<file path="src/rtl/satu_pkg.sv">
package satu_pkg;
  localparam int unsigned OPW = 4;

  typedef enum logic [OPW-1:0] {
    OP_SADD  = 4'd0,
    OP_SSUB  = 4'd1,
    OP_UADD  = 4'd2,
    OP_USUB  = 4'd3,
    OP_SDBL  = 4'd4,
    OP_SCLP  = 4'd5,
    OP_UCLP  = 4'd6,
    OP_SCLP2 = 4'd7,
    OP_UCLP2 = 4'd8,
    OP_WADD  = 4'd9
  } satu_op_e;
endpackage

</file>
<file path="src/rtl/satu_arith.sv">
module satu_arith #(
  parameter int unsigned DW = 32
) (
  input  logic [DW-1:0] a,
  input  logic [DW-1:0] b,
  output logic [DW-1:0] sadd_res,
  output logic          sadd_ovf,
  output logic [DW-1:0] ssub_res,
  output logic          ssub_ovf,
  output logic [DW-1:0] uadd_res,
  output logic          uadd_ovf,
  output logic [DW-1:0] usub_res,
  output logic          usub_ovf,
  output logic [DW-1:0] sdbl_res,
  output logic          sdbl_ovf,
  output logic [DW-1:0] wadd_res
);
  localparam logic [DW-1:0] SMAX  = {1'b0, {(DW-1){1'b1}}};
  localparam logic [DW-1:0] SMIN  = {1'b1, {(DW-1){1'b0}}};
  localparam logic [DW-1:0] QPOS  = {2'b01, {(DW-2){1'b0}}};
  localparam logic [DW-1:0] QNEG  = {2'b11, {(DW-2){1'b0}}};

  logic [DW-1:0] sum, diff, clamp_a;
  logic          carry;
  logic          dbl_hi, dbl_lo;

  always_comb begin
    {carry, sum} = {1'b0, a} + {1'b0, b};
    diff         = a - b;
    clamp_a      = a[DW-1] ? SMIN : SMAX;

    sadd_ovf = (sum[DW-1] ^ a[DW-1]) & ~(a[DW-1] ^ b[DW-1]);
    sadd_res = sadd_ovf ? clamp_a : sum;

    ssub_ovf = (diff[DW-1] ^ a[DW-1]) & (a[DW-1] ^ b[DW-1]);
    ssub_res = ssub_ovf ? clamp_a : diff;

    uadd_ovf = carry;
    uadd_res = carry ? '1 : sum;

    usub_ovf = (diff > a);
    usub_res = usub_ovf ? '0 : diff;

    dbl_hi   = ($signed(a) >= $signed(QPOS));
    dbl_lo   = ($signed(a) <= $signed(QNEG));
    sdbl_ovf = dbl_hi | dbl_lo;
    sdbl_res = dbl_hi ? SMAX : (dbl_lo ? SMIN : {a[DW-2:0], 1'b0});

    wadd_res = sum;
  end
endmodule

</file>
<file path="src/rtl/satu_clamp.sv">
module satu_clamp #(
  parameter int unsigned DW = 32,
  localparam int unsigned SW = $clog2(DW)
) (
  input  logic [DW-1:0] val,
  input  logic [SW-1:0] sh,
  output logic [DW-1:0] sres,
  output logic          sovf,
  output logic [DW-1:0] ures,
  output logic          uovf
);
  localparam logic [DW-1:0] ONE = {{(DW-1){1'b0}}, 1'b1};

  logic [DW-1:0] top, mask;
  logic          s_hi, s_lo, u_neg, u_big;

  always_comb begin
    top   = DW'($signed(val) >>> sh);
    mask  = (ONE << sh) - ONE;
    s_hi  = ~top[DW-1] & (top != '0);
    s_lo  = top[DW-1] & (top != '1);
    sovf  = s_hi | s_lo;
    sres  = s_hi ? mask : (s_lo ? ~mask : val);
    u_neg = val[DW-1];
    u_big = ~val[DW-1] & (val > mask);
    uovf  = u_neg | u_big;
    ures  = u_neg ? '0 : (u_big ? mask : val);
  end
endmodule

</file>
<file path="src/rtl/satu_lanes.sv">
module satu_lanes #(
  parameter int unsigned DW = 32,
  parameter int unsigned NL = 1,
  localparam int unsigned SW = $clog2(DW),
  localparam int unsigned LW = DW / NL
) (
  input  logic [DW-1:0] val,
  input  logic [SW-1:0] sh,
  output logic [DW-1:0] sres,
  output logic          sovf,
  output logic [DW-1:0] ures,
  output logic          uovf
);
  logic [NL-1:0] lane_sovf, lane_uovf;

  for (genvar g = 0; g < NL; g++) begin : g_lane
    logic [LW-1:0] seg;
    logic [DW-1:0] ext, s_full, u_full;
    logic          s_o, u_o;

    assign seg = val[g*LW +: LW];
    assign ext = DW'($signed(seg));

    satu_clamp #(.DW(DW)) i_clamp (
      .val  (ext),
      .sh   (sh),
      .sres (s_full),
      .sovf (s_o),
      .ures (u_full),
      .uovf (u_o)
    );

    assign sres[g*LW +: LW] = s_full[LW-1:0];
    assign ures[g*LW +: LW] = u_full[LW-1:0];
    assign lane_sovf[g]     = s_o;
    assign lane_uovf[g]     = u_o;
  end

  assign sovf = |lane_sovf;
  assign uovf = |lane_uovf;
endmodule

</file>
<file path="src/rtl/satu_top.sv">
module satu_top
  import satu_pkg::*;
#(
  parameter int unsigned DW = 32,
  localparam int unsigned SW = $clog2(DW)
) (
  input  logic          clk_i,
  input  logic          rst_ni,
  input  logic          valid_i,
  input  logic          clr_i,
  input  logic [OPW-1:0] op_i,
  input  logic [DW-1:0] a_i,
  input  logic [DW-1:0] b_i,
  input  logic [SW-1:0] width_i,
  output logic [DW-1:0] res_o,
  output logic          flag_o
);
  logic [DW-1:0] sadd_r, ssub_r, uadd_r, usub_r, sdbl_r, wadd_r;
  logic          sadd_v, ssub_v, uadd_v, usub_v, sdbl_v;
  logic [DW-1:0] w_sr, w_ur, h_sr, h_ur;
  logic          w_sv, w_uv, h_sv, h_uv;
  logic [DW-1:0] res_d;
  logic          evt;
  logic          flag_q, flag_d;
  satu_op_e      op;

  assign op = satu_op_e'(op_i);

  satu_arith #(.DW(DW)) i_arith (
    .a(a_i), .b(b_i),
    .sadd_res(sadd_r), .sadd_ovf(sadd_v),
    .ssub_res(ssub_r), .ssub_ovf(ssub_v),
    .uadd_res(uadd_r), .uadd_ovf(uadd_v),
    .usub_res(usub_r), .usub_ovf(usub_v),
    .sdbl_res(sdbl_r), .sdbl_ovf(sdbl_v),
    .wadd_res(wadd_r)
  );

  satu_lanes #(.DW(DW), .NL(1)) i_word (
    .val(a_i), .sh(width_i),
    .sres(w_sr), .sovf(w_sv), .ures(w_ur), .uovf(w_uv)
  );

  satu_lanes #(.DW(DW), .NL(2)) i_half (
    .val(a_i), .sh(width_i),
    .sres(h_sr), .sovf(h_sv), .ures(h_ur), .uovf(h_uv)
  );

  always_comb begin
    res_d = '0;
    evt   = 1'b0;
    unique case (op)
      OP_SADD:  begin res_d = sadd_r; evt = sadd_v; end
      OP_SSUB:  begin res_d = ssub_r; evt = ssub_v; end
      OP_UADD:  begin res_d = uadd_r; evt = uadd_v; end
      OP_USUB:  begin res_d = usub_r; evt = usub_v; end
      OP_SDBL:  begin res_d = sdbl_r; evt = sdbl_v; end
      OP_SCLP:  begin res_d = w_sr;   evt = w_sv;   end
      OP_UCLP:  begin res_d = w_ur;   evt = w_uv;   end
      OP_SCLP2: begin res_d = h_sr;   evt = h_sv;   end
      OP_UCLP2: begin res_d = h_ur;   evt = h_uv;   end
      OP_WADD:  begin res_d = wadd_r; evt = sadd_v; end
      default:  begin res_d = '0;     evt = 1'b0;   end
    endcase
  end

  // Flag next state: a valid event wins over clear.
  always_comb begin
    flag_d = flag_q;
    if (valid_i && evt) begin
      flag_d = 1'b1;
    end else if (clr_i) begin
      flag_d = 1'b0;
    end
  end

  always_ff @(posedge clk_i or negedge rst_ni) begin
    if (!rst_ni) begin
      flag_q <= 1'b0;
    end else begin
      flag_q <= flag_d;
    end
  end

  assign res_o  = res_d;
  assign flag_o = flag_q;

  AST_UADD_NO_WRAP: assert property (@(posedge clk_i) disable iff (!rst_ni)
    (valid_i && op_i == 4'd2) |-> (res_o >= a_i));
  AST_USUB_NO_WRAP: assert property (@(posedge clk_i) disable iff (!rst_ni)
    (valid_i && op_i == 4'd3) |-> (res_o <= a_i));
  AST_SCLP_RANGE: assert property (@(posedge clk_i) disable iff (!rst_ni)
    (valid_i && op_i == 4'd5) |->
      ((($signed(res_o) >>> width_i) == 0) || (($signed(res_o) >>> width_i) == -1)));
  AST_UCLP_RANGE: assert property (@(posedge clk_i) disable iff (!rst_ni)
    (valid_i && op_i == 4'd6) |-> ((res_o >> width_i) == '0));
  AST_RESERVED_ZERO: assert property (@(posedge clk_i) disable iff (!rst_ni)
    (op_i > 4'd9) |-> (res_o == '0));
  AST_SET_ON_EVENT: assert property (@(posedge clk_i) disable iff (!rst_ni)
    (valid_i && evt) |=> flag_o);
  AST_STICKY_HOLD: assert property (@(posedge clk_i) disable iff (!rst_ni)
    (flag_o && !clr_i) |=> flag_o);
  AST_CLEAR_TAKES: assert property (@(posedge clk_i) disable iff (!rst_ni)
    (clr_i && !(valid_i && evt)) |=> !flag_o);
endmodule

</file>
<file path="config.mk">
export PLATFORM = sky130hd
export DESIGN_NAME = satu_top
export DESIGN_NICKNAME = d
export VERILOG_FILES = /design/src/rtl/satu_pkg.sv /design/src/rtl/satu_arith.sv /design/src/rtl/satu_clamp.sv /design/src/rtl/satu_lanes.sv /design/src/rtl/satu_top.sv
export SDC_FILE = /design/constraint.sdc
export NUM_CORES = 1
export LEC_CHECK = 0
export CAP_MARGIN = 20
export CORE_AREA = 5 5 150 188
export DETAILED_ROUTE_END_ITERATION = 8
export DIE_AREA = 0 0 155 193
export DONT_BUFFER_PORTS = 1
export PLACE_DENSITY = 0.72
export SYNTH_ARGS = -nofsm -noshare
export SYNTH_HDL_FRONTEND = slang
export SYNTH_SLANG_ARGS = --single-unit
</file>
<file path="constraint.sdc">
create_clock -name clk_i -period 16.1 [get_ports clk_i]
set_clock_uncertainty 0.2 [all_clocks]
set_input_delay 0 -clock clk_i [delete_from_list [all_inputs] [get_ports clk_i]]
set_output_delay 0 -clock clk_i [all_outputs]
set_load 0.02 [all_outputs]
</file>
# Word-level counts from Yosys, hierarchy flattened
# Index checks and enable logic that the tools add are counted.
[classes]
order_cmp = 6
add_sub_neg = 3
bitwise_logic = 28
n_eq_ne = 12
shifts = 4
reduce_logical = 9
muxes = 23
[ops]
columns = ["operator", "count"]
rows = [
  ["$mux 32", 11],
  ["$pmux 32 s10", 1],
  ["$gt 32x32->1", 4],
  ["$mux 16", 8],
  ["$ne 32x32->1 const B", 3],
  ["$reduce_bool 32->1", 3],
  ["$sshr 16x5->32", 2],
  ["$add 32x32->33", 1],
  ["$ge 32x32->1 const B", 1],
  ["$le 32x31->1 const B", 1],
  ["$not 32->32", 1],
  ["$shl 1x5->32 const A", 1],
  ["$sshr 32x5->32", 1],
  ["$sub 32x1->32 const B", 1],
  ["$sub 32x32->32", 1],
  ["$eq 4x3->1 const B", 4],
  ["$and 1x1->1", 11],
  ["$pmux 1 s9", 1],
  ["$eq 4x2->1 const B", 2],
  ["$eq 4x4->1 const B", 2],
  ["$or 1x1->1", 7],
  ["$not 1->1", 6],
  ["$reduce_or 2->1", 3],
  ["$eq 4x1->1 const B", 1],
  ["other kinds (5)", 8],
]
[word_totals]
in_bits = 77
reg_bits = 1
out_inout_bits = 33

# Depth between registers and ports, before layout
# Gate-level depths: netlist of the first run.
[depth]
word_depth = 9
mapped_depth = 28

# Hierarchy
# Synthesis of the first run repeated with hierarchy kept, for this count alone.
[hier_totals]
hier_cells = 3509
area_unflattened_um2 = 25356.8
[modules_own_cells]
columns = ["mod", "instances", "area_each_um2", "cells_each"]
rows = [
  ["satu_clamp (i_word.g_lane[0].i_clamp)", 1, 5944.5, 792],
  ["satu_clamp (i_half.g_lane[1].i_clamp)", 1, 5938.2, 796],
  ["satu_arith", 1, 5823.1, 916],
  ["satu_clamp (i_half.g_lane[0].i_clamp)", 1, 4728.3, 635],
  ["satu_top", 1, 2910.3, 368],
  ["satu_lanes (i_half)", 1, 12.5, 2],
]

# Worst setup path before layout of the first run
# Ideal clock, no wire load.
[synth_path]
path_type = "input to output"
from = "input width_i[0]"
to = "output res_o[29]"
path_buffers = 6
arrival_time_ns = 5.410
path_slack_ns = 10.490
stages = 24
cell_sequence = "buf_2 buf_2 buf_2 buf_2 buf_2 nand3_1 ha_1 clkbuf_1 nor2_1 a21boi_0 o21ai_1 inv_1 ha_1 nand3_1 or3_1 or3_1 maj3_1 or3b_1 o22a_1 mux2i_1 o22ai_1 a211o_1 nor4_1 or4b_1"
[synth_between]
elab_chain_cells = 7
word_cells_on_any_way = 28
classes_between = "add/sub (1); order compare (2); eq/ne (2); shift (3); mux (9); bitwise (9); reduce/logical (2)"
[synth_lines]
columns = ["element", "line_no", "source"]
rows = [
  ["from (decl)", "satu_top.sv:14", "input logic [SW-1:0] width_i,"],
  ["$shl 1x5->32", "satu_clamp.sv:19", "mask = (ONE << sh) - ONE;"],
  ["$sub 32x1->32", "satu_clamp.sv:19", ""],
  ["$gt 32x32->1", "satu_clamp.sv:25", "u_big = ~val[DW-1] & (val > mask);"],
  ["$and 1x1->1", "satu_clamp.sv:25", ""],
  ["$mux 16 or $mux 32 (tied branches) (2 in a row)", "satu_clamp.sv:27", "ures = u_neg ? '0 : (u_big ? mask : val);"],
  ["$pmux 32 s10 (*)", "satu_top.sv:52", "unique case (op)"],
  ["to (decl)", "satu_top.sv:15", "output logic [DW-1:0] res_o,"],
]
# Mark *: on every way between the ends. The rest lies on a longest branch, timed or not.

# Worst setup path in the final report of the first run
[layout_path]
from = "input width_i[3]"
to = "output res_o[18]"
# Same word-level chain as after synthesis.

==> flow_results.xml, run 1 <==
<?xml version="1.0" encoding="UTF-8"?>
<metrics>
  <group name="final_layout">
    <metric name="largest_register_ff_count" unit="">1</metric>
    <metric name="instances_no_fill" unit="">2115</metric>
    <metric name="n_antenna_cell" unit="">0</metric>
    <metric name="area.growth.synth_to_final" unit="%">0.156</metric>
    <metric name="finalInstanceArea" unit="sq um">12900</metric>
    <metric name="drive_above_1_share" unit="%">5.48</metric>
    <metric name="fin_nets" unit="">2021</metric>
    <metric name="final_core_utilization" unit="%">48.7</metric>
  </group>
  <group name="placed_design">
    <metric name="place_congestion" unit="">1.06</metric>
    <metric name="detailedPlacementHpwl" unit="um">49400</metric>
    <metric name="numPlacedInstances" unit="">2114</metric>
    <metric name="place_area" unit="sq um">12800</metric>
    <metric name="dpl_worst_slack" unit="ns">8.55</metric>
    <metric name="port-buffer-count" unit="">0</metric>
  </group>
  <group name="pwr">
    <metric name="p_per_area" unit="nW/um^2">38.4</metric>
    <metric name="power.leakage" unit="nW">5.40</metric>
    <metric name="irDropWorstVdd" unit="V">0.0000214</metric>
  </group>
  <group name="synthesis">
    <metric name="muxShareOfSynthArea" unit="%">12.6</metric>
    <metric name="synth.top_cell.area_share" unit="%">16.5</metric>
    <metric name="synth.top_cells.by_count" unit="">ha_1, nand2_1, a21oi_1, nor2_1, o21ai_0</metric>
    <metric name="synth_top_area_cell" unit="">ha_1</metric>
    <metric name="yosys_warnings" unit="">0</metric>
    <metric name="synthesis.area" unit="sq um">12800</metric>
    <metric name="postSynthAreaPerCell" unit="sq um">6.81</metric>
    <metric name="yosysSeqAreaShare" unit="%">0.195</metric>
    <metric name="synth_top_flop_cell" unit="">dfrtp_1</metric>
    <metric name="synth_top_family_by_area" unit="">compound AO/OA/AOI/OAI gates</metric>
    <metric name="cell_types_occupying_the_most_area_after_synthesis" unit="">ha_1, a21oi_1, o21ai_0</metric>
    <metric name="xor_xnor_portion_of_the_synthesized_cell_area" unit="%">4.16</metric>
    <metric name="postSynth.asyncResetShare" unit="%">100</metric>
    <metric name="yosysUniqueCellTypes" unit="">97</metric>
    <metric name="number_of_synthesized_flops_with_an_enable_pin" unit="">0</metric>
    <metric name="synth_compound_area_share" unit="%">34.3</metric>
    <metric name="ys_seq_elements" unit="">1</metric>
    <metric name="post_synth_and_or_nand_nor_area_fraction" unit="%">23.4</metric>
    <metric name="area_share_of_fa_ha_maj_cells_after_synthesis" unit="%">17.0</metric>
    <metric name="post-synth-top-count-cell" unit="">ha_1</metric>
    <metric name="syn-instance-count" unit="">1885</metric>
  </group>
  <group name="clock_tree">
    <metric name="clk_pin_slew" unit="ns">0</metric>
    <metric name="post-cts-setup-buffers" unit="">0</metric>
    <metric name="worst_skew_pair.late_latency" unit="ns">0</metric>
    <metric name="postCtsHoldBufs" unit="">1</metric>
    <metric name="postCtsResizedCells" unit="">0</metric>
  </group>
  <group name="die">
    <metric name="fp-row-count" unit="">67</metric>
    <metric name="initial_core_util" unit="%">48.6</metric>
    <metric name="floorplan.die.width" unit="um">155</metric>
    <metric name="die_outline_area" unit="sq um">29900</metric>
    <metric name="die_h" unit="um">193</metric>
    <metric name="core_area" unit="sq um">26400</metric>
    <metric name="pin_count" unit="">110</metric>
  </group>
  <group name="sta">
    <metric name="setup_tns" unit="ns">0</metric>
    <metric name="report.final.hold_viol_count" unit="">0</metric>
    <metric name="fin_ws" unit="ns">8.24</metric>
    <metric name="clock.fmax" unit="MHz">127</metric>
    <metric name="worst_slew_margin" unit="%">29.0</metric>
    <metric name="post-route-period-util" unit="%">48.8</metric>
    <metric name="timing.final.crit_period" unit="ns">7.86</metric>
    <metric name="slew_violations" unit="">0</metric>
    <metric name="finalSetupViolCount" unit="">0</metric>
    <metric name="grt_setup_unrepaired" unit="">no</metric>
    <metric name="worst_slew_pin_slew" unit="ns">1.07</metric>
  </group>
  <group name="drt">
    <metric name="initialDrtViolationCount" unit="">1829</metric>
    <metric name="via_count" unit="">15600</metric>
    <metric name="drt_first_pass_iters" unit="">9</metric>
    <metric name="via_per_inst" unit="">7.37</metric>
    <metric name="post_drt_antenna_nets" unit="">0</metric>
    <metric name="drt_drc_violations_left" unit="">2</metric>
    <metric name="routed_length_per_instance" unit="um">30.3</metric>
    <metric name="drt_wl_total" unit="um">64100</metric>
  </group>
  <group name="outcome">
    <metric name="run_status" unit="">finished, violations left</metric>
    <metric name="failed_checks" unit="">DRC</metric>
  </group>
  <group name="grt">
    <metric name="grt_first_pass_wirelength" unit="um">93600</metric>
    <metric name="largest_net_degree_at_the_start_of_global_routing" unit="">87</metric>
    <metric name="globalRouteOverflowTotal" unit="">0</metric>
    <metric name="grt_antenna_before_repair" unit="">3</metric>
    <metric name="track_usage" unit="%">40.6</metric>
    <metric name="first_global_vias" unit="">14700</metric>
  </group>
  <group name="worst_setup_path">
    <metric name="r2r_start" unit="">flag_o</metric>
    <metric name="worst-endpoint-arrival" unit="ns">7.66</metric>
    <metric name="cp_max_delay_cell" unit="">o22a_1</metric>
    <metric name="worst_setup_path_startpoint" unit="">width_i[3]</metric>
    <metric name="cpMostUsedCell" unit="">inv_1</metric>
    <metric name="crit_type" unit="">in2out</metric>
    <metric name="timing.critical_path.to_type" unit="">output port</metric>
    <metric name="critical_path.startpoint_type" unit="">primary input</metric>
    <metric name="cp_max_fo" unit="">41</metric>
    <metric name="timing.critical_path.required" unit="ns">15.90</metric>
    <metric name="crit_path_largest_cell_delay" unit="ns">0.77</metric>
    <metric name="worstPathCellList" unit="">inv_1 &gt; nand2_1 &gt; inv_1 &gt; nand3_1 &gt; ha_1 &gt; nor3_1 &gt; a21oi_1 &gt; o21ai_0 &gt; inv_1 &gt; ha_1 &gt; nand4_1 &gt; or2_2 &gt; or3_1 &gt; maj3_1 &gt; or3b_1 &gt; o22a_1 &gt; or2_2 &gt; a2bb2oi_1 &gt; nand4_1 &gt; nor3_1 &gt; nand3_1</metric>
  </group>
  <group name="run">
    <metric name="cap_viol_max_count" unit="">0</metric>
  </group>
  <group name="min_path">
    <metric name="hold_class" unit="">in2async</metric>
  </group>
</metrics>
-- per-stage QoR --
stage / total power, mW / hold WS, ns
after floorplan: 0.372 / -0.496
after global placement: 0.475 / -0.496
after detailed placement: 0.477 / -0.496
after CTS: 0.480 / 0.0176
after global routing: 0.529 / 0.0274
final: 0.493 / 0.0173
-- cell families after synthesis --
family | count (synthesis)
other | 1
muxes | 117
and+or+nand+nor | 612
adders and majority gates | 173
xor gates and xnor gates | 61
DFF | 1
buffers and inverters | 261
AOI/OAI and AO/OA | 659
-- power by group --
part / switching (mW) / internal [mW] / leakage (nW)
registers: 0.000560 / 0.00283 / 0.0135
clock network: 0 / 0 / 0
logic: 0.312 / 0.178 / 5.39
-- worst max-delay path, delay by kind of cell --
| kind | cells | cell delay, ns |
|---|---|---|
| adders and majority gates | 3 | 1.18 |
| buffers and inverters | 3 | 1.33 |
| and+or+nand+nor | 11 | 3.06 |
| AOI/OAI and AO/OA | 4 | 2.06 |
-- cell usage in the layout, fill, tap and decap left out, types with 23 or more instances in the layout --
cell type  Yosys  final
ha_1         169    169
nand2_1      165    165
a21oi_1      161    160
nor2_1       154    154
o21ai_0      147    147
inv_1        118    118
mux2i_1       62     62
xnor2_1       52     52
nand3_1       50     50
nor3_1        48     48
nand4_1       41     41
a211oi_1      30     30
a21o_1        28     28
nand2b_1      27     27
o211ai_1      25     25
buf_4          5     24
mux2_2        23     23
-- metal layers --
| metal | global-route usage [%] | vias up | wire length, um |
|---|---|---|---|
| met5 | 0 | - | 34 |
| met4 | 25.3 | 6 | 5270 |
| met3 | 7.39 | 325 | 6280 |
| met2 | 68.7 | 1085 | 29300 |
| met1 | 47.5 | 7271 | 23200 |
| li1 | - | 6909 | - |
-- worst paths after layout --
check / end / slack (ns) / cells past startpoint
max reg2reg: flag_o / 14.30 / 6
min: flag_o / 0.02 / 1
min reg2reg: flag_o / 0.67 / 3
max: res_o[18] / 8.24 / 21
max in group asynchronous: flag_o / 15.58 / 1
min in group clk_i: flag_o / 0.06 / 2
-- final cells by class --
| cell class | count | area, sq um |
|---|---|---|
| sequential | 1 | 25.0 |
| tap | 345 | 432 |
| timing repair buffer | 25 | 190 |
| inverter | 120 | 450 |
| multi-input combinational | 1624 | 11800 |
| fill | 2777 | 13600 |
(Power assumes the default switching activity.)
==> run 2, diff against run 1 <==
--- a/config.mk
+++ b/config.mk
@@ -10,7 +10,7 @@
 export DETAILED_ROUTE_END_ITERATION = 8
 export DIE_AREA = 0 0 155 193
 export DONT_BUFFER_PORTS = 1
-export PLACE_DENSITY = 0.72
+export PLACE_DENSITY = 0.75
 export SYNTH_ARGS = -nofsm -noshare
 export SYNTH_HDL_FRONTEND = slang
 export SYNTH_SLANG_ARGS = --single-unit
==> constraint.sdc (replaced) <==
create_clock -name clk_i -period 7.1 [get_ports clk_i]
set_clock_uncertainty 0.2 [all_clocks]
set_input_delay 0 -clock clk_i [delete_from_list [all_inputs] [get_ports clk_i]]
set_output_delay 0 -clock clk_i [all_outputs]
set_load 0.02 [all_outputs]
==> flow_results.xml, run 2 (synthesized netlist as in run 1, its figures left out) <==
<?xml version="1.0" encoding="UTF-8"?>
<metrics>
  <group name="outcome">
    <metric name="run_status" unit="">finished clean</metric>
  </group>
  <group name="worst_setup_path">
    <metric name="critical_path_buf_inv_count" unit="">3</metric>
    <metric name="cp_max_fo" unit="">16</metric>
    <metric name="timing.critical_path.to_type" unit="">output port</metric>
    <metric name="rr_worst_depth" unit="">6</metric>
    <metric name="timing.critical_path.required" unit="ns">6.90</metric>
    <metric name="crit_family" unit="">compound AO/OA/AOI/OAI gates</metric>
    <metric name="crit_type" unit="">in2out</metric>
    <metric name="cp_max_delay_cell" unit="">or4_1</metric>
    <metric name="crit_path_largest_cell_delay" unit="ns">0.67</metric>
    <metric name="worstPathCellList" unit="">inv_1 &gt; ha_1 &gt; nand2_1 &gt; o21ai_0 &gt; o211ai_1 &gt; a21oi_1 &gt; a211oi_2 &gt; o31ai_1 &gt; a31oi_1 &gt; nand2b_1 &gt; a21oi_1 &gt; a31oi_1 &gt; fa_1 &gt; inv_1 &gt; ha_1 &gt; nand4_1 &gt; nor4_2 &gt; o21ai_0 &gt; o31a_2 &gt; buf_4 &gt; a222oi_1 &gt; nand2_1 &gt; or4_1</metric>
    <metric name="critical_path.startpoint_type" unit="">primary input</metric>
    <metric name="worst-endpoint-arrival" unit="ns">6.39</metric>
    <metric name="levels_on_crit_path" unit="">23</metric>
  </group>
  <group name="final_layout">
    <metric name="area.growth.synth_to_final" unit="%">2.42</metric>
    <metric name="fillerInstances" unit="">2733</metric>
    <metric name="finalInstanceArea" unit="sq um">13100</metric>
    <metric name="drive_above_1_share" unit="%">7.64</metric>
    <metric name="n_antenna_cell" unit="">0</metric>
    <metric name="layout.cells.most_common" unit="">ha_1</metric>
    <metric name="largest_register_ff_count" unit="">1</metric>
    <metric name="instances_no_fill" unit="">2152</metric>
    <metric name="mostFrequentLayoutCells" unit="">ha_1, nand2_1, a21oi_1</metric>
    <metric name="fin_nets" unit="">2058</metric>
  </group>
  <group name="die">
    <metric name="floorplan.die.width" unit="um">155</metric>
    <metric name="die_h" unit="um">193</metric>
    <metric name="core_area" unit="sq um">26400</metric>
    <metric name="die_outline_area" unit="sq um">29900</metric>
    <metric name="initial_core_util" unit="%">48.6</metric>
    <metric name="fp-row-count" unit="">67</metric>
    <metric name="pin_count" unit="">110</metric>
  </group>
  <group name="drt">
    <metric name="drt_drc_violations_left" unit="">0</metric>
    <metric name="post_drt_antenna_nets" unit="">0</metric>
    <metric name="initialDrtViolationCount" unit="">1837</metric>
    <metric name="routed_length_per_instance" unit="um">28.8</metric>
    <metric name="via_per_inst" unit="">7.34</metric>
    <metric name="via_count" unit="">15800</metric>
    <metric name="drt_wl_total" unit="um">62100</metric>
    <metric name="drt_first_pass_iters" unit="">7</metric>
  </group>
  <group name="sta">
    <metric name="report.final.hold_viol_count" unit="">0</metric>
    <metric name="post-route-period-util" unit="%">92.9</metric>
    <metric name="clock.fmax" unit="MHz">152</metric>
    <metric name="grt_setup_unrepaired" unit="">no</metric>
    <metric name="setup_tns" unit="ns">0</metric>
    <metric name="worst_slew_margin" unit="%">21.9</metric>
    <metric name="worst_slew_pin_slew" unit="ns">1.16</metric>
    <metric name="fin_ws" unit="ns">0.507</metric>
    <metric name="slew_violations" unit="">0</metric>
    <metric name="timing.final.crit_period" unit="ns">6.59</metric>
    <metric name="finalSetupViolCount" unit="">0</metric>
  </group>
  <group name="placed_design">
    <metric name="numPlacedInstances" unit="">2150</metric>
    <metric name="place_congestion" unit="">1.08</metric>
    <metric name="dpl_worst_slack" unit="ns">0.309</metric>
    <metric name="detailedPlacementHpwl" unit="um">48400</metric>
    <metric name="place_area" unit="sq um">13100</metric>
    <metric name="port-buffer-count" unit="">0</metric>
  </group>
  <group name="clock_tree">
    <metric name="post-cts-setup-buffers" unit="">0</metric>
    <metric name="clk_pin_slew" unit="ns">0</metric>
    <metric name="worst_skew_pair.late_latency" unit="ns">0</metric>
  </group>
  <group name="grt">
    <metric name="track_usage" unit="%">39.6</metric>
    <metric name="first_global_vias" unit="">15300</metric>
    <metric name="globalRouteOverflowTotal" unit="">0</metric>
    <metric name="largest_net_degree_at_the_start_of_global_routing" unit="">87</metric>
    <metric name="grt_antenna_before_repair" unit="">0</metric>
    <metric name="grt_first_pass_wirelength" unit="um">92500</metric>
  </group>
  <group name="min_path">
    <metric name="hold_class" unit="">in2async</metric>
  </group>
  <group name="pwr">
    <metric name="irDropWorstVdd" unit="V">0.0000568</metric>
    <metric name="power.leakage" unit="nW">5.59</metric>
    <metric name="p_per_area" unit="nW/um^2">87.0</metric>
  </group>
  <group name="run">
    <metric name="cap_viol_max_count" unit="">0</metric>
  </group>
</metrics>
-- run 2: through the flow --
stage | hold slack, ns | total power [mW] | util [%]
after floorplan | -0.496 | 0.843 | -
after global placement | -0.496 | 1.10 | 49.6
after detailed placement | -0.496 | 1.11 | 49.7
after CTS | 0.0176 | 1.11 | 49.7
after global routing | 0.0210 | 1.23 | 49.8
final | 0.0179 | 1.14 | 49.8
-- run 2: report_power, final --
group,total (mW),switching [mW],internal [mW]
clock network,0,0,0
logic,1.14,0.710,0.426
registers,0.00759,0.00118,0.00641
-- run 2: what timing repair did --
action                                 in CTS  in global routing
endpoints found under the hold margin       1                  0
resized for setup                           0                  3
hold buffers                                1                  0
setup endpoints to repair                   0                 12
-- run 2: per-layer routing --
| layer | share of wire, % | track usage (%) | routed length, um | up-vias |
|---|---|---|---|---|
| li1 | - | - | - | 6973 |
| met1 | 37 | 46.6 | 22700 | 7289 |
| met2 | 45 | 65.7 | 28000 | 1159 |
| met3 | 9.6 | 6.16 | 5940 | 368 |
| met4 | 8.7 | 27.8 | 5400 | 0 |
| met5 | 0 | 0 | 0 | - |
-- run 2: layout make-up --
cell class,instances,area [sq um],area share [%]
inverters,120,450,3.43
well taps,345,432,3.28
repair buffers,62,465,3.54
multi-input cells,1624,11800,89.6
flip-flops and latches,1,25.0,0.190
-- run 2: path summary, 6_finish.rpt --
| path | start | to | slack (ns) |
|---|---|---|---|
| min reg2reg | flag_o | flag_o | 0.78 |
| max reg2reg | flag_o | flag_o | 5.36 |
| min | rst_ni | flag_o | 0.02 |
| max | b_i[8] | res_o[15] | 0.51 |
| min in group clk_i | a_i[25] | res_o[25] | 0.06 |
| max in group asynchronous | rst_ni | flag_o | 6.58 |
==> run 3, diff against run 2 <==
==> constraint.sdc (replaced) <==
create_clock -name clk_i -period 7.1 [get_ports clk_i]
set_clock_uncertainty 0.2 [all_clocks]
set_input_delay 0 -clock clk_i [delete_from_list [all_inputs] [get_ports clk_i]]
set_output_delay 0 -clock clk_i [all_outputs]
set_load 0.1 [all_outputs]
==> flow_results.xml, run 3 (synthesized netlist as in run 1, its figures left out) <==
<?xml version="1.0" encoding="UTF-8"?>
<metrics>
  <group name="sta">
    <metric name="report.final.hold_viol_count" unit="">0</metric>
    <metric name="clock.fmax" unit="MHz">151</metric>
    <metric name="grt_setup_unrepaired" unit="">no</metric>
    <metric name="post-route-period-util" unit="%">93.4</metric>
    <metric name="worst_slew_margin" unit="%">29.2</metric>
    <metric name="setup_tns" unit="ns">0</metric>
    <metric name="finalSetupViolCount" unit="">0</metric>
    <metric name="slew_violations" unit="">0</metric>
    <metric name="timing.final.crit_period" unit="ns">6.63</metric>
    <metric name="worst_slew_pin_slew" unit="ns">1.05</metric>
  </group>
  <group name="die">
    <metric name="die_outline_area" unit="sq um">29900</metric>
    <metric name="fp-row-count" unit="">67</metric>
    <metric name="die_h" unit="um">193</metric>
    <metric name="initial_core_util" unit="%">48.6</metric>
    <metric name="floorplan.die.width" unit="um">155</metric>
    <metric name="core_area" unit="sq um">26400</metric>
    <metric name="pin_count" unit="">110</metric>
  </group>
  <group name="grt">
    <metric name="globalRouteOverflowTotal" unit="">0</metric>
    <metric name="first_global_vias" unit="">15600</metric>
    <metric name="track_usage" unit="%">41.0</metric>
    <metric name="grt_antenna_before_repair" unit="">0</metric>
    <metric name="grt_first_pass_wirelength" unit="um">95600</metric>
    <metric name="largest_net_degree_at_the_start_of_global_routing" unit="">87</metric>
  </group>
  <group name="final_layout">
    <metric name="mostFrequentLayoutCells" unit="">ha_1, nand2_1, a21oi_1</metric>
    <metric name="n_antenna_cell" unit="">0</metric>
    <metric name="ff_latch_area" unit="sq um">25.0</metric>
    <metric name="layout.cells.most_common" unit="">ha_1</metric>
    <metric name="final_core_utilization" unit="%">51.2</metric>
    <metric name="largest_register_ff_count" unit="">1</metric>
    <metric name="fillerInstances" unit="">2731</metric>
    <metric name="fin_nets" unit="">2091</metric>
    <metric name="area.growth.synth_to_final" unit="%">5.36</metric>
    <metric name="multiInputGateArea" unit="sq um">11800</metric>
    <metric name="drive_above_1_share" unit="%">9.29</metric>
  </group>
  <group name="min_path">
    <metric name="hold_class" unit="">in2async</metric>
  </group>
  <group name="drt">
    <metric name="routed_length_per_instance" unit="um">29.4</metric>
    <metric name="via_per_inst" unit="">7.32</metric>
    <metric name="post_drt_antenna_nets" unit="">0</metric>
    <metric name="drt_drc_violations_left" unit="">0</metric>
    <metric name="via_count" unit="">16000</metric>
    <metric name="drt_wl_total" unit="um">64300</metric>
    <metric name="initialDrtViolationCount" unit="">2065</metric>
    <metric name="drt_first_pass_iters" unit="">8</metric>
  </group>
  <group name="placed_design">
    <metric name="place_congestion" unit="">1.06</metric>
    <metric name="port-buffer-count" unit="">0</metric>
    <metric name="detailedPlacementHpwl" unit="um">50100</metric>
  </group>
  <group name="worst_setup_path">
    <metric name="regToRegSetupSlack" unit="ns">4.85</metric>
    <metric name="timing.critical_path.required" unit="ns">6.90</metric>
    <metric name="timing.critical_path.to_type" unit="">output port</metric>
    <metric name="cp_max_fo" unit="">31</metric>
    <metric name="cp_max_delay_cell" unit="">or4_1</metric>
    <metric name="critical_path.startpoint_type" unit="">primary input</metric>
    <metric name="worst-endpoint-arrival" unit="ns">6.43</metric>
    <metric name="cpMostUsedCell" unit="">a21oi_1</metric>
    <metric name="crit_type" unit="">in2out</metric>
    <metric name="worstPathCellList" unit="">inv_1 &gt; ha_1 &gt; o2111ai_1 &gt; a21oi_1 &gt; o211ai_1 &gt; a21oi_1 &gt; a211oi_1 &gt; o31ai_1 &gt; a31oi_1 &gt; nand2b_1 &gt; a21oi_1 &gt; a31oi_1 &gt; fa_1 &gt; inv_1 &gt; ha_1 &gt; nand4_1 &gt; nor4_2 &gt; o21ai_0 &gt; o31a_1 &gt; buf_12 &gt; a222oi_1 &gt; o2111ai_1 &gt; or4_1 &gt; buf_12</metric>
    <metric name="crit_path_largest_cell_delay" unit="ns">0.55</metric>
  </group>
  <group name="pwr">
    <metric name="irDropWorstVdd" unit="V">0.0000989</metric>
    <metric name="post-layout-total-power" unit="mW">1.46</metric>
    <metric name="p_per_area" unit="nW/um^2">108</metric>
    <metric name="power.leakage" unit="nW">5.80</metric>
  </group>
  <group name="outcome">
    <metric name="run_status" unit="">finished clean</metric>
  </group>
  <group name="clock_tree">
    <metric name="worst_skew_pair.late_latency" unit="ns">0</metric>
    <metric name="clk_pin_slew" unit="ns">0</metric>
    <metric name="post-cts-setup-buffers" unit="">0</metric>
  </group>
  <group name="run">
    <metric name="cap_viol_max_count" unit="">0</metric>
  </group>
</metrics>
run 3: cell types whose count changed in the layout (fill, tap and decap cells not counted), sizes merged:
cell / previous run / this run
buf: 60 / 93
run 3: layout make-up:
class                           count  area share (%)
Timing Repair Buffer               95            6.18
Tap cell                          345            3.19
Inverter                          120            3.33
Sequential cell                     1           0.185
Multi-Input combinational cell   1624            87.1
run 3: path summary, 6_finish.rpt:
kind,startpoint,endpoint,cells after the start
max,b_i[2],res_o[5],24
min,rst_ni,flag_o,1
max reg2reg,flag_o,flag_o,6
min reg2reg,flag_o,flag_o,3
max in group asynchronous,rst_ni,flag_o,1
min in group clk_i,valid_i,flag_o,2
run 3: metrics by stage:
step	setup slack [ns]	std cells	hold slack, ns	instance area (sq um)
final	0.469	2185	0.0169	13500
after global routing	0.0759	2185	0.0210	13500
after CTS	0.442	2184	0.0176	13500
after detailed placement	0.456	2183	-0.496	13500
after global placement	0.581	2183	-0.496	13500
after floorplan	0.784	1886	-0.496	12800
run 3: routing by layer:
| metal | GRT usage [%] | part of all wire, % | vias up |
|---|---|---|---|
| met5 | 0 | 0 | - |
| met4 | 25.2 | 8.2 | 0 |
| met3 | 7.08 | 9.4 | 326 |
| met2 | 68.4 | 45 | 1133 |
| met1 | 49.2 | 37 | 7490 |
| li1 | - | - | 7044 |
run 3: what timing repair did:
item,4_1_cts,5_1_grt
setup endpoints to repair,0,3
hold endpoints to repair,1,0
gates resized for setup,0,1
hold buffers,1,0
run 3: power breakdown:
group          leakage [nW]  switching (mW)  internal, mW
Clock                     0               0             0
Combinational          5.78           0.960         0.489
Sequential           0.0135         0.00506       0.00631
Total                  5.80           0.965         0.495
run 3: critical path, delay by kind of cell:
family | cells | cell delay [ns]
AO/OA/AOI/OAI | 13 | 3.28
adder cells (fa/ha/maj) | 3 | 1.28
AND/OR/NAND/NOR | 4 | 1.38
buffers and inverters | 4 | 0.46
